<file path="src/rtl/atm_hdr_filter_pkg.sv">
package atm_hdr_filter_pkg;

    localparam int HDR_W    = 32;
    localparam int VPI_LSB  = 20;
    localparam int VCI_LSB  = 4;
    localparam int VPVC_W   = 24;
    localparam logic [HDR_W-1:0] IDLE_WORD = 32'h0000_0001;

    typedef enum logic [1:0] {
        CT_USER    = 2'd0,
        CT_IDLE    = 2'd1,
        CT_UNASGN  = 2'd2,
        CT_INVALID = 2'd3
    } cell_type_e;

    typedef enum logic [1:0] {
        PM_CNT_HIT   = 2'd0,
        PM_CNT_MISS  = 2'd1,
        PM_DROP_HIT  = 2'd2,
        PM_DROP_MISS = 2'd3
    } pat_mode_e;

    typedef struct packed {
        logic       vld;
        logic       pass;
        cell_type_e ctype;
    } dec_t;

endpackage

</file>
<file path="src/rtl/hdr_classifier.sv">
module hdr_classifier
    import atm_hdr_filter_pkg::*;
(
    input  logic [HDR_W-1:0] hdr,
    output cell_type_e       ctype
);
    logic vpvc_zero;
    logic clp;

    always_comb begin
        vpvc_zero = (hdr[VCI_LSB +: VPVC_W] == '0);
        clp       = hdr[0];
        if (hdr == IDLE_WORD)
            ctype = CT_IDLE;
        else if (vpvc_zero && !clp)
            ctype = CT_UNASGN;
        else if (vpvc_zero)
            ctype = CT_INVALID;
        else
            ctype = CT_USER;
    end
endmodule

</file>
<file path="src/rtl/hdr_pattern_match.sv">
module hdr_pattern_match
    import atm_hdr_filter_pkg::*;
#(
    parameter int W = 32
) (
    input  logic [W-1:0] hdr,
    input  logic [W-1:0] pat,
    input  logic [W-1:0] mask,
    input  pat_mode_e    mode,
    output logic         hit,
    output logic         drop_sel
);
    logic match;

    always_comb begin
        match = (((hdr ^ pat) & mask) == '0);
        unique case (mode)
            PM_CNT_HIT, PM_DROP_HIT:   hit = match;
            PM_CNT_MISS, PM_DROP_MISS: hit = !match;
            default:                   hit = 1'b0;
        endcase
        drop_sel = hit && (mode == PM_DROP_HIT || mode == PM_DROP_MISS);
    end
endmodule

</file>
<file path="src/rtl/sat_counter.sv">
module sat_counter #(
    parameter int W = 16
) (
    input  logic         clk,
    input  logic         rst_n,
    input  logic         clr,
    input  logic         inc,
    output logic [W-1:0] cnt
);
    localparam logic [W-1:0] MAX = '1;

    logic [W-1:0] cnt_d, cnt_q;

    always_comb begin
        cnt_d = cnt_q;
        if (clr)
            cnt_d = '0;
        else if (inc && cnt_q != MAX)
            cnt_d = cnt_q + 1'b1;
    end

    always_ff @(posedge clk) begin
        if (!rst_n) cnt_q <= '0;
        else        cnt_q <= cnt_d;
    end

    assign cnt = cnt_q;

    AST_SAT_HOLD: assert property (@(posedge clk) disable iff (!rst_n)
        (cnt_q == MAX && !clr) |=> (cnt_q == MAX));
    AST_NO_WRAP: assert property (@(posedge clk) disable iff (!rst_n)
        (!clr) |=> (cnt_q >= $past(cnt_q)));
    AST_CLR_WINS: assert property (@(posedge clk) disable iff (!rst_n)
        clr |=> (cnt_q == '0));
endmodule

</file>
<file path="src/rtl/atm_hdr_filter.sv">
module atm_hdr_filter
    import atm_hdr_filter_pkg::*;
#(
    parameter int CNT_W = 16
) (
    input  logic             clk,
    input  logic             rst_n,
    input  logic             cell_vld,
    input  logic [31:0]      cell_hdr,
    input  logic             idle_pass,
    input  logic             unasgn_drop,
    input  logic             inval_drop,
    input  logic [1:0]       pat_mode,
    input  logic [31:0]      pat_value,
    input  logic [31:0]      pat_mask,
    input  logic             cnt_clr,
    output logic             dec_vld,
    output logic             dec_pass,
    output logic [1:0]       dec_type,
    output logic [CNT_W-1:0] pat_cnt,
    output logic [CNT_W-1:0] unasgn_cnt,
    output logic [CNT_W-1:0] drop_cnt
);
    localparam int NUM_CNT = 3;
    localparam int IX_PAT  = 0;
    localparam int IX_UNA  = 1;
    localparam int IX_DROP = 2;

    cell_type_e ctype;
    logic       pat_hit, pat_drop;
    logic       type_drop, drop;
    logic [NUM_CNT-1:0] cnt_inc;
    logic [CNT_W-1:0]   cnt_val [NUM_CNT];
    dec_t st_d, st_q;

    hdr_classifier u_class (
        .hdr   (cell_hdr),
        .ctype (ctype)
    );

    hdr_pattern_match #(.W(HDR_W)) u_match (
        .hdr      (cell_hdr),
        .pat      (pat_value),
        .mask     (pat_mask),
        .mode     (pat_mode_e'(pat_mode)),
        .hit      (pat_hit),
        .drop_sel (pat_drop)
    );

    always_comb begin
        unique case (ctype)
            CT_IDLE:    type_drop = !idle_pass;
            CT_UNASGN:  type_drop = unasgn_drop;
            CT_INVALID: type_drop = inval_drop;
            default:    type_drop = 1'b0;
        endcase
        drop = type_drop || pat_drop;

        cnt_inc          = '0;
        cnt_inc[IX_PAT]  = cell_vld && pat_hit;
        cnt_inc[IX_UNA]  = cell_vld && ctype == CT_UNASGN && unasgn_drop;
        cnt_inc[IX_DROP] = cell_vld && drop;

        st_d     = st_q;
        st_d.vld = cell_vld;
        if (cell_vld) begin
            st_d.pass  = !drop;
            st_d.ctype = ctype;
        end
    end

    always_ff @(posedge clk) begin
        if (!rst_n) st_q <= '0;
        else        st_q <= st_d;
    end

    for (genvar i = 0; i < NUM_CNT; i++) begin : g_cnt
        sat_counter #(.W(CNT_W)) u_cnt (
            .clk   (clk),
            .rst_n (rst_n),
            .clr   (cnt_clr),
            .inc   (cnt_inc[i]),
            .cnt   (cnt_val[i])
        );
    end

    assign dec_vld    = st_q.vld;
    assign dec_pass   = st_q.pass;
    assign dec_type   = st_q.ctype;
    assign pat_cnt    = cnt_val[IX_PAT];
    assign unasgn_cnt = cnt_val[IX_UNA];
    assign drop_cnt   = cnt_val[IX_DROP];

    AST_DEC_FOLLOWS: assert property (@(posedge clk) disable iff (!rst_n)
        cell_vld |=> dec_vld);
    AST_NO_SPURIOUS_DEC: assert property (@(posedge clk) disable iff (!rst_n)
        !cell_vld |=> !dec_vld);
    AST_IDLE_DROP: assert property (@(posedge clk) disable iff (!rst_n)
        (cell_vld && cell_hdr == IDLE_WORD && !idle_pass && !cnt_clr)
        |=> (!dec_pass && drop_cnt != '0));
    AST_PAT_QUIET: assert property (@(posedge clk) disable iff (!rst_n)
        (!cell_vld && !cnt_clr) |=> $stable(pat_cnt));
    AST_DROP_COUNTED: assert property (@(posedge clk) disable iff (!rst_n)
        (dec_vld && !dec_pass && !$past(cnt_clr)) |-> (drop_cnt != '0));
endmodule

</file>
<file path="config.mk">
export PLATFORM = sky130hd
export DESIGN_NAME = atm_hdr_filter
export DESIGN_NICKNAME = d
export VERILOG_FILES = /design/src/rtl/atm_hdr_filter_pkg.sv /design/src/rtl/hdr_classifier.sv /design/src/rtl/hdr_pattern_match.sv /design/src/rtl/sat_counter.sv /design/src/rtl/atm_hdr_filter.sv
export SDC_FILE = /design/constraint.sdc
export NUM_CORES = 1
export LEC_CHECK = 0
export ABC_AREA = 1
export BUFFER_PORTS_ARGS = -buffer_cell sky130_fd_sc_hd__buf_4
export CAP_MARGIN = 15
export CORE_MARGIN = 4
export CORE_UTILIZATION = 25
export CTS_BUF_LIST = sky130_fd_sc_hd__clkbuf_2 sky130_fd_sc_hd__clkbuf_4 sky130_fd_sc_hd__clkbuf_8
export CTS_CLUSTER_SIZE = 16
export DETAILED_ROUTE_END_ITERATION = 7
export PLACE_DENSITY_LB_ADDON = 0.2
export SYNTH_ARGS = -nofsm -noshare
export SYNTH_HDL_FRONTEND = slang
export SYNTH_HIERARCHICAL = 1
export SYNTH_SLANG_ARGS = --single-unit
</file>
<file path="constraint.sdc">
create_clock -name clk -period 1.8 [get_ports clk]
set_clock_uncertainty 0.05 [all_clocks]
set_input_delay 0.09 -clock clk [delete_from_list [all_inputs] [get_ports clk]]
set_output_delay 0.09 -clock clk [all_outputs]
set_load 0.1 [all_outputs]
</file>
==> results of run 1 <==
==> worst max path at each step <==
stage / start / end / slack, ps / cells after the start
floorplan: pat_value[16] / g_cnt[2].u_cnt/cnt[8]$_SDFFE_PP0P_ / -50 / 19
finish: cell_hdr[20] / g_cnt[2].u_cnt/cnt[7]$_SDFFE_PP0P_ / 8 / 18
global placement: cell_hdr[15] / g_cnt[2].u_cnt/cnt[14]$_SDFFE_PP0P_ / -310 / 17
CTS: cell_hdr[11] / g_cnt[2].u_cnt/cnt[12]$_SDFFE_PP0P_ / 40 / 16
detailed placement: cell_hdr[11] / g_cnt[2].u_cnt/cnt[8]$_SDFFE_PP0P_ / -310 / 19
global route: cell_hdr[20] / g_cnt[2].u_cnt/cnt[8]$_SDFFE_PP0P_ / -170 / 20
==> tightest hold or removal path, delay by kind of cell <==
kind,cells,cell delay [ps]
buf+inv,1,90
simple gates,3,230
==> repair_timing <==
action                     in CTS  in global routing
setup buffers                   0                  2
setup endpoints to repair       0                 32
hold endpoints to repair        4                  0
hold buffers                    2                  0
gates resized for setup         0                 55
==> power by group <==
group	internal, uW	leakage [uW]	switching (uW)
Clock	329	0.0000479	421
Combinational	253	0.00213	243
Sequential	1160	0.000444	4.91
Total	1740	0.00262	669
==> layout make-up <==
class                           instances  share of cell area [%]
Multi-Input combinational cell        546                    43.6
Timing Repair Buffer                  192                    25.5
Sequential cell                        52                    19.1
Inverter                               94                    6.16
Tap cell                              184                    3.99
Clock buffer                            7                    1.56
Clock inverter                          1                   0.130
==> sequential cells by signal, summed over array words and instances, names as in the netlist <==
register         count
dec_pass             1
dec_vld              1
dec_type             2
g_cnt.u_cnt/cnt     48
==> cells in the final DEF, fill, tap and decap left out, types with 4 or more instances in the layout <==
cell type and count:
o21ai_1 5, inv_2 9, nand2_1 209, nand4_1 12, clkbuf_8 6, buf_4 184, nand2_2 8, o21ai_0 11
nand3b_1 6, nor2_2 25, a21oi_1 37, nand3_1 64, or2_1 4, nor2_4 7, nor2_1 140, buf_6 6
dfxtp_1 4, inv_1 84, nand3_2 8, dfxtp_2 48
==> per-stage QoR <==
stage	cells	hold slack, ps	cell area (um^2)	utilization, %	power (uW)
after floorplan	701	124	3870	-	1410
after global routing	1076	103	5760	39.2	2580
after global placement	1064	279	5460	37.2	1660
final	1076	75.9	5760	39.2	2410
after CTS	1074	68.5	5580	38.0	2460
after detailed placement	1064	285	5460	37.2	1670
==> layer usage <==
layer  routed length [um]  share of wire (%)
met4                  129                1.1
met3                  840                6.9
met1                 5440                 45
met5                    0                  0
met2                 5810                 48
==> cells by family after synthesis <==
family / share of synthesized area [%]
adders and majority gates: 0.988
AOI/OAI and AO/OA: 7.70
and+or+nand+nor: 53.4
DFF: 27.4
buffers and inverters: 10.5
==> results_dict.tcl, run 1 <==
set metrics [dict create \
    min_path_type "in -> reg" \
    synthCells 701 \
    finalWirelength_um 12200 \
    synth.avg_cell_area_um2 5.42 \
    holdPathEnd "g_cnt[2].u_cnt/cnt[2]$_SDFFE_PP0P_" \
    grt_pass1_wl_um 20300 \
    p_leak_uw 0.00262 \
    yosysMostFrequentCell "nand2_1" \
    yosys-top-cells-count "215 x nand2_1, 159 x nor2_1, 93 x inv_1" \
    hold_viol_final 0 \
    cellPowerDensity_mw_per_mm2 418 \
    drive_gt1_share_pct 34.9 \
    max-vdd-ir-drop_uv 232 \
    worst-path-buf-inv 3 \
    worstSetupEndpointType "register" \
    arrival_ps 1960 \
    synth_top_area_cell "dfxtp_1" \
    reg2regPathDepth 7 \
    min_from "cnt_clr" \
    grt.met2_usage_pct 23.8 \
    critPathMaxFanout 4 \
    tightest_slew_ps 497 \
    grtUsageMet3_pct 4.47 \
    cts_tree "yes" \
    setup_viol 0 \
    period_needed_ps 1790 \
    min_path_cells 4 \
    first_global_vias 4301 \
    start_util_pct 25.9 \
    reg2reg_from "g_cnt[2].u_cnt/cnt[3]$_SDFFE_PP0P_" \
    rsz0062_at_grt "yes" \
    synth_area_leaders "dfxtp_1 27%, nand2_1 21%, nor2_1 16%, nand3_1 9.2%, inv_1 9.2%" \
    crit_family "simple AND/OR/NAND/NOR gates" \
    grt_util_met1_pct 17.1 \
    grt_remaining_overflow 0 \
    crit_type "in -> reg" \
    fin_ws_ps 8.16 \
    dieHeight_um 131 \
    cts_buffer_depth 2 \
    synth.ff_latch_count 52 \
    wire_per_inst_um 11.4 \
    cts_sinks 52 \
    synth_ff_type "dfxtp_1" \
    yosysTopAreaCellShare_pct 27.4 \
    multi_input_area_mm2 0.00251 \
    async_flop_share_pct 0 \
    ios 157 \
    fp.dieW_um 131 \
    critPathSlowestCell "or2_1" \
    htreeDepth 2 \
    ant_nets 0 \
    seqCellArea_mm2 0.00110 \
    reg2reg_slack_ps 250 \
    syn2layout_area_growth_pct 51.7 \
    ys_seq_area_share_pct 27.4 \
    cts-root-buf "clkbuf_8" \
    fillers 1663 \
    numCtsBuffers 5 \
    antenna_cells 0 \
    place_ws_ps -307 \
    dr.pass1.iters 5 \
    syn-num-nets 809 \
    required_ps 1970 \
    dp_hpwl_um 10100 \
    vias 4653 \
    rows 44 \
    antenna_found_initial 0 \
    slew_headroom_pct 66.8 \
    r2r_end "g_cnt[2].u_cnt/cnt[0]$_SDFFE_PP0P_" \
    dieArea_mm2 0.0172 \
    fin_nets 999 \
    grt.busiest_layer "met2" \
    gp_congestion 0.798 \
    critPathMaxStageDelay_ps 230 \
    grt_usage_pct 13.8 \
    cts.clk_slew.worst_paths_ps 100 \
    start_kind "primary input" \
    crit_path_cell_trace "buf_4 > or2_1 > nand3_2 > nand2_2 > nor2_1 > nand2_1 > nor2_2 > nand3_2 > a21oi_2 > nor2_2 > a21oi_2 > buf_4 > buf_6 > nand2_4 > nor2_4 > nand3_1 > nand2_1 > nor2_1" \
    grt_max_degree 16 \
    drc_errors 0 \
    portBuffers 156 \
    synth_area_mm2 0.00380 \
    period_share_pct 99.5 \
    routed_via_density 4.32 \
    ys_warn_count 6 \
    clock.fmax_mhz 558 \
    coreArea_mm2 0.0147 \
    setup_tns_ps 0 \
    clock_latency_ps 320 \
    final_max_slew_viol_count 0 \
    drv_cap 0 \
    status "finished clean" \
    synth_edf_count 0 \
    ys_types 19 \
    drt_iter0_drc 213 \
]
No activity file was read; power rests on OpenSTA's default activity.
==> run 2, diff against run 1 <==
Settings changed: CELL_PAD_IN_SITES_DETAIL_PLACEMENT from default to 2, CELL_PAD_IN_SITES_GLOBAL_PLACEMENT from default to 2, CORE_UTILIZATION 25 to 21.
==> run 2 against run 1 <==
  * Combinational power up 11%
  * Global-route usage up 2.8 points
  * Die area up 18%
  * Via count up 10%
  * Cell count up 4.3%
  * Maximum frequency up 0.45%
==> results_dict.tcl, run 2 (synthesis results as in run 1) <==
set metrics [dict create \
    status "finished clean" \
    required_ps 2020 \
    cts_tree "yes" \
    drc_errors 0 \
    dp_hpwl_um 14400 \
    placed_cell_area_mm2 0.00552 \
    grt_pass1_wl_um 27700 \
    crit_top_cell "nand2_1" \
    reg2reg_from "g_cnt[2].u_cnt/cnt[2]$_SDFFE_PP0P_" \
    fin_ws_ps 16.2 \
    start_util_pct 21.7 \
    period_share_pct 99.1 \
    min_path_type "in -> reg" \
    cts.clk_slew.worst_paths_ps 110 \
    hold_viol_final 0 \
    coreArea_mm2 0.0175 \
    period_needed_ps 1780 \
    r2r_end "g_cnt[2].u_cnt/cnt[8]$_SDFFE_PP0P_" \
    rows 48 \
    setup_viol 0 \
    grt_util_met1_pct 17.8 \
    clock_latency_ps 330 \
    grt.met2_usage_pct 32.6 \
    grtUsageMet3_pct 3.97 \
    slew_headroom_pct 79.1 \
    antenna_cells 0 \
    crit_path_cell_trace "buf_4 > inv_1 > nand2_1 > nand3_2 > nand2_1 > nor2_1 > nand2_1 > nor2_2 > buf_4 > nand2_1 > nand2_2 > a21oi_2 > nor2_2 > a21oi_4 > nand2_2 > inv_2 > nand2_4 > inv_4 > buf_4 > nand3_2 > nand2_2 > nor2_2" \
    critPathMaxFanout 3 \
    reg2regPathDepth 7 \
    layout_common_cells "201 x nand2_1, 188 x buf_4, 124 x nor2_1" \
    crit_family "simple AND/OR/NAND/NOR gates" \
    dieHeight_um 143 \
    place_ws_ps -519 \
    grt_max_degree 17 \
    critPathSlowestCell "nor2_2" \
    antenna_found_initial 0 \
    dieArea_mm2 0.0203 \
    drv_cap 0 \
    first_global_vias 5708 \
    fp.dieW_um 143 \
    utilization_pct 34.3 \
    holdPathEnd "dec_pass$_SDFFE_PN0P_" \
    final_max_slew_viol_count 0 \
    grt_remaining_overflow 0 \
    largest_register_ffs 48 \
    min_path_cells 6 \
    vias 5135 \
    cts_buffer_depth 2 \
    clock.fmax_mhz 561 \
    finalWirelength_um 17200 \
    rsz0062_at_grt "yes" \
    critPathMaxStageDelay_ps 160 \
    multi_input_area_mm2 0.00267 \
    min_from "pat_mode[1]" \
    p_leak_uw 0.00268 \
    start_kind "primary input" \
    final_common_cell "nand2_1" \
    dp.cells 1106 \
    arrival_ps 2010 \
    critPathLaunch "cell_hdr[25]" \
    stdcell_count 1122 \
    grt_usage_pct 16.7 \
    portBuffers 156 \
    worst-path-buf-inv 6 \
    crit_type "in -> reg" \
    worstSetupEndpointType "register" \
    ios 157 \
    max-vdd-ir-drop_uv 224 \
    fillers 2185 \
    syn2layout_area_growth_pct 58.4 \
    seqCellArea_mm2 0.00110 \
    drt_iter0_drc 143 \
    fin_nets 1004 \
    final_area_mm2 0.00602 \
    ant_nets 0 \
    cts-root-buf "clkbuf_8" \
    htreeDepth 2 \
    numCtsBuffers 5 \
    gp_congestion 0.837 \
    wire_per_inst_um 15.3 \
    drive_gt1_share_pct 39.6 \
    reg2reg_slack_ps 40 \
    grt.busiest_layer "met2" \
    dr.pass1.iters 4 \
    cellPowerDensity_mw_per_mm2 414 \
    tightest_slew_ps 313 \
    routed_via_density 4.58 \
    cts_sinks 52 \
]
==> run 2: metrics by stage <==
stage	power (uW)	hold WS, ps	TNS, ps
global route	2660	164	-1560
finish	2490	161	0
global placement	1670	274	-12540
floorplan	1410	124	-101
detailed placement	1710	288	-17000
CTS	2540	135	-243
==> run 2: report_power, final <==
group | switching (uW) | leakage (uW) | internal, uW | total, uW
Clock | 467 | 0.0000516 | 317 | 783
Combinational | 281 | 0.00218 | 267 | 549
Sequential | 5.35 | 0.000444 | 1160 | 1160
Total | 753 | 0.00268 | 1740 | 2490
==> run 2: layout make-up <==
type                       count  share of cell area, %
multi-input combinational    546                   44.3
timing repair buffer         197                   25.2
tap                          225                   4.68
inverter                      94                   5.90
sequential                    52                   18.3
clock inverter                 2                  0.229
clock buffer                   6                   1.37
==> run 2: timing repair <==
action                                 4_1_cts  5_1_grt
hold buffers                                 2        0
endpoints found under the hold margin        4        0
setup endpoints to repair                   23       47
gates resized for setup                     16       85
buffers inserted                             2        4
pin swaps                                    7       25
==> run 2: worst reg2reg max path, delay by kind of cell, from the launching register on <==
family / cells / cell delay [ps]
simple gates: 7 / 1170
flops: 1 / 440
==> run 2: worst max-delay path by stage <==
stage | depth (start not counted) | to
3_5_place_dp | 19 | g_cnt[2].u_cnt/cnt[8]$_SDFFE_PP0P_
5_1_grt | 20 | g_cnt[2].u_cnt/cnt[14]$_SDFFE_PP0P_
4_1_cts | 20 | g_cnt[2].u_cnt/cnt[8]$_SDFFE_PP0P_
2_1_floorplan | 19 | g_cnt[2].u_cnt/cnt[8]$_SDFFE_PP0P_
6_report | 22 | g_cnt[2].u_cnt/cnt[6]$_SDFFE_PP0P_
3_3_place_gp | 15 | g_cnt[1].u_cnt/cnt[12]$_SDFFE_PP0P_
==> run 2: metal layers <==
layer / part of all wire (%) / vias up / routed length (um)
met5: 0 / - / 0
met4: 1.7 / 0 / 297
met3: 4.7 / 16 / 804
met2: 54 / 92 / 9370
met1: 39 / 2464 / 6740
li1: - / 2563 / -
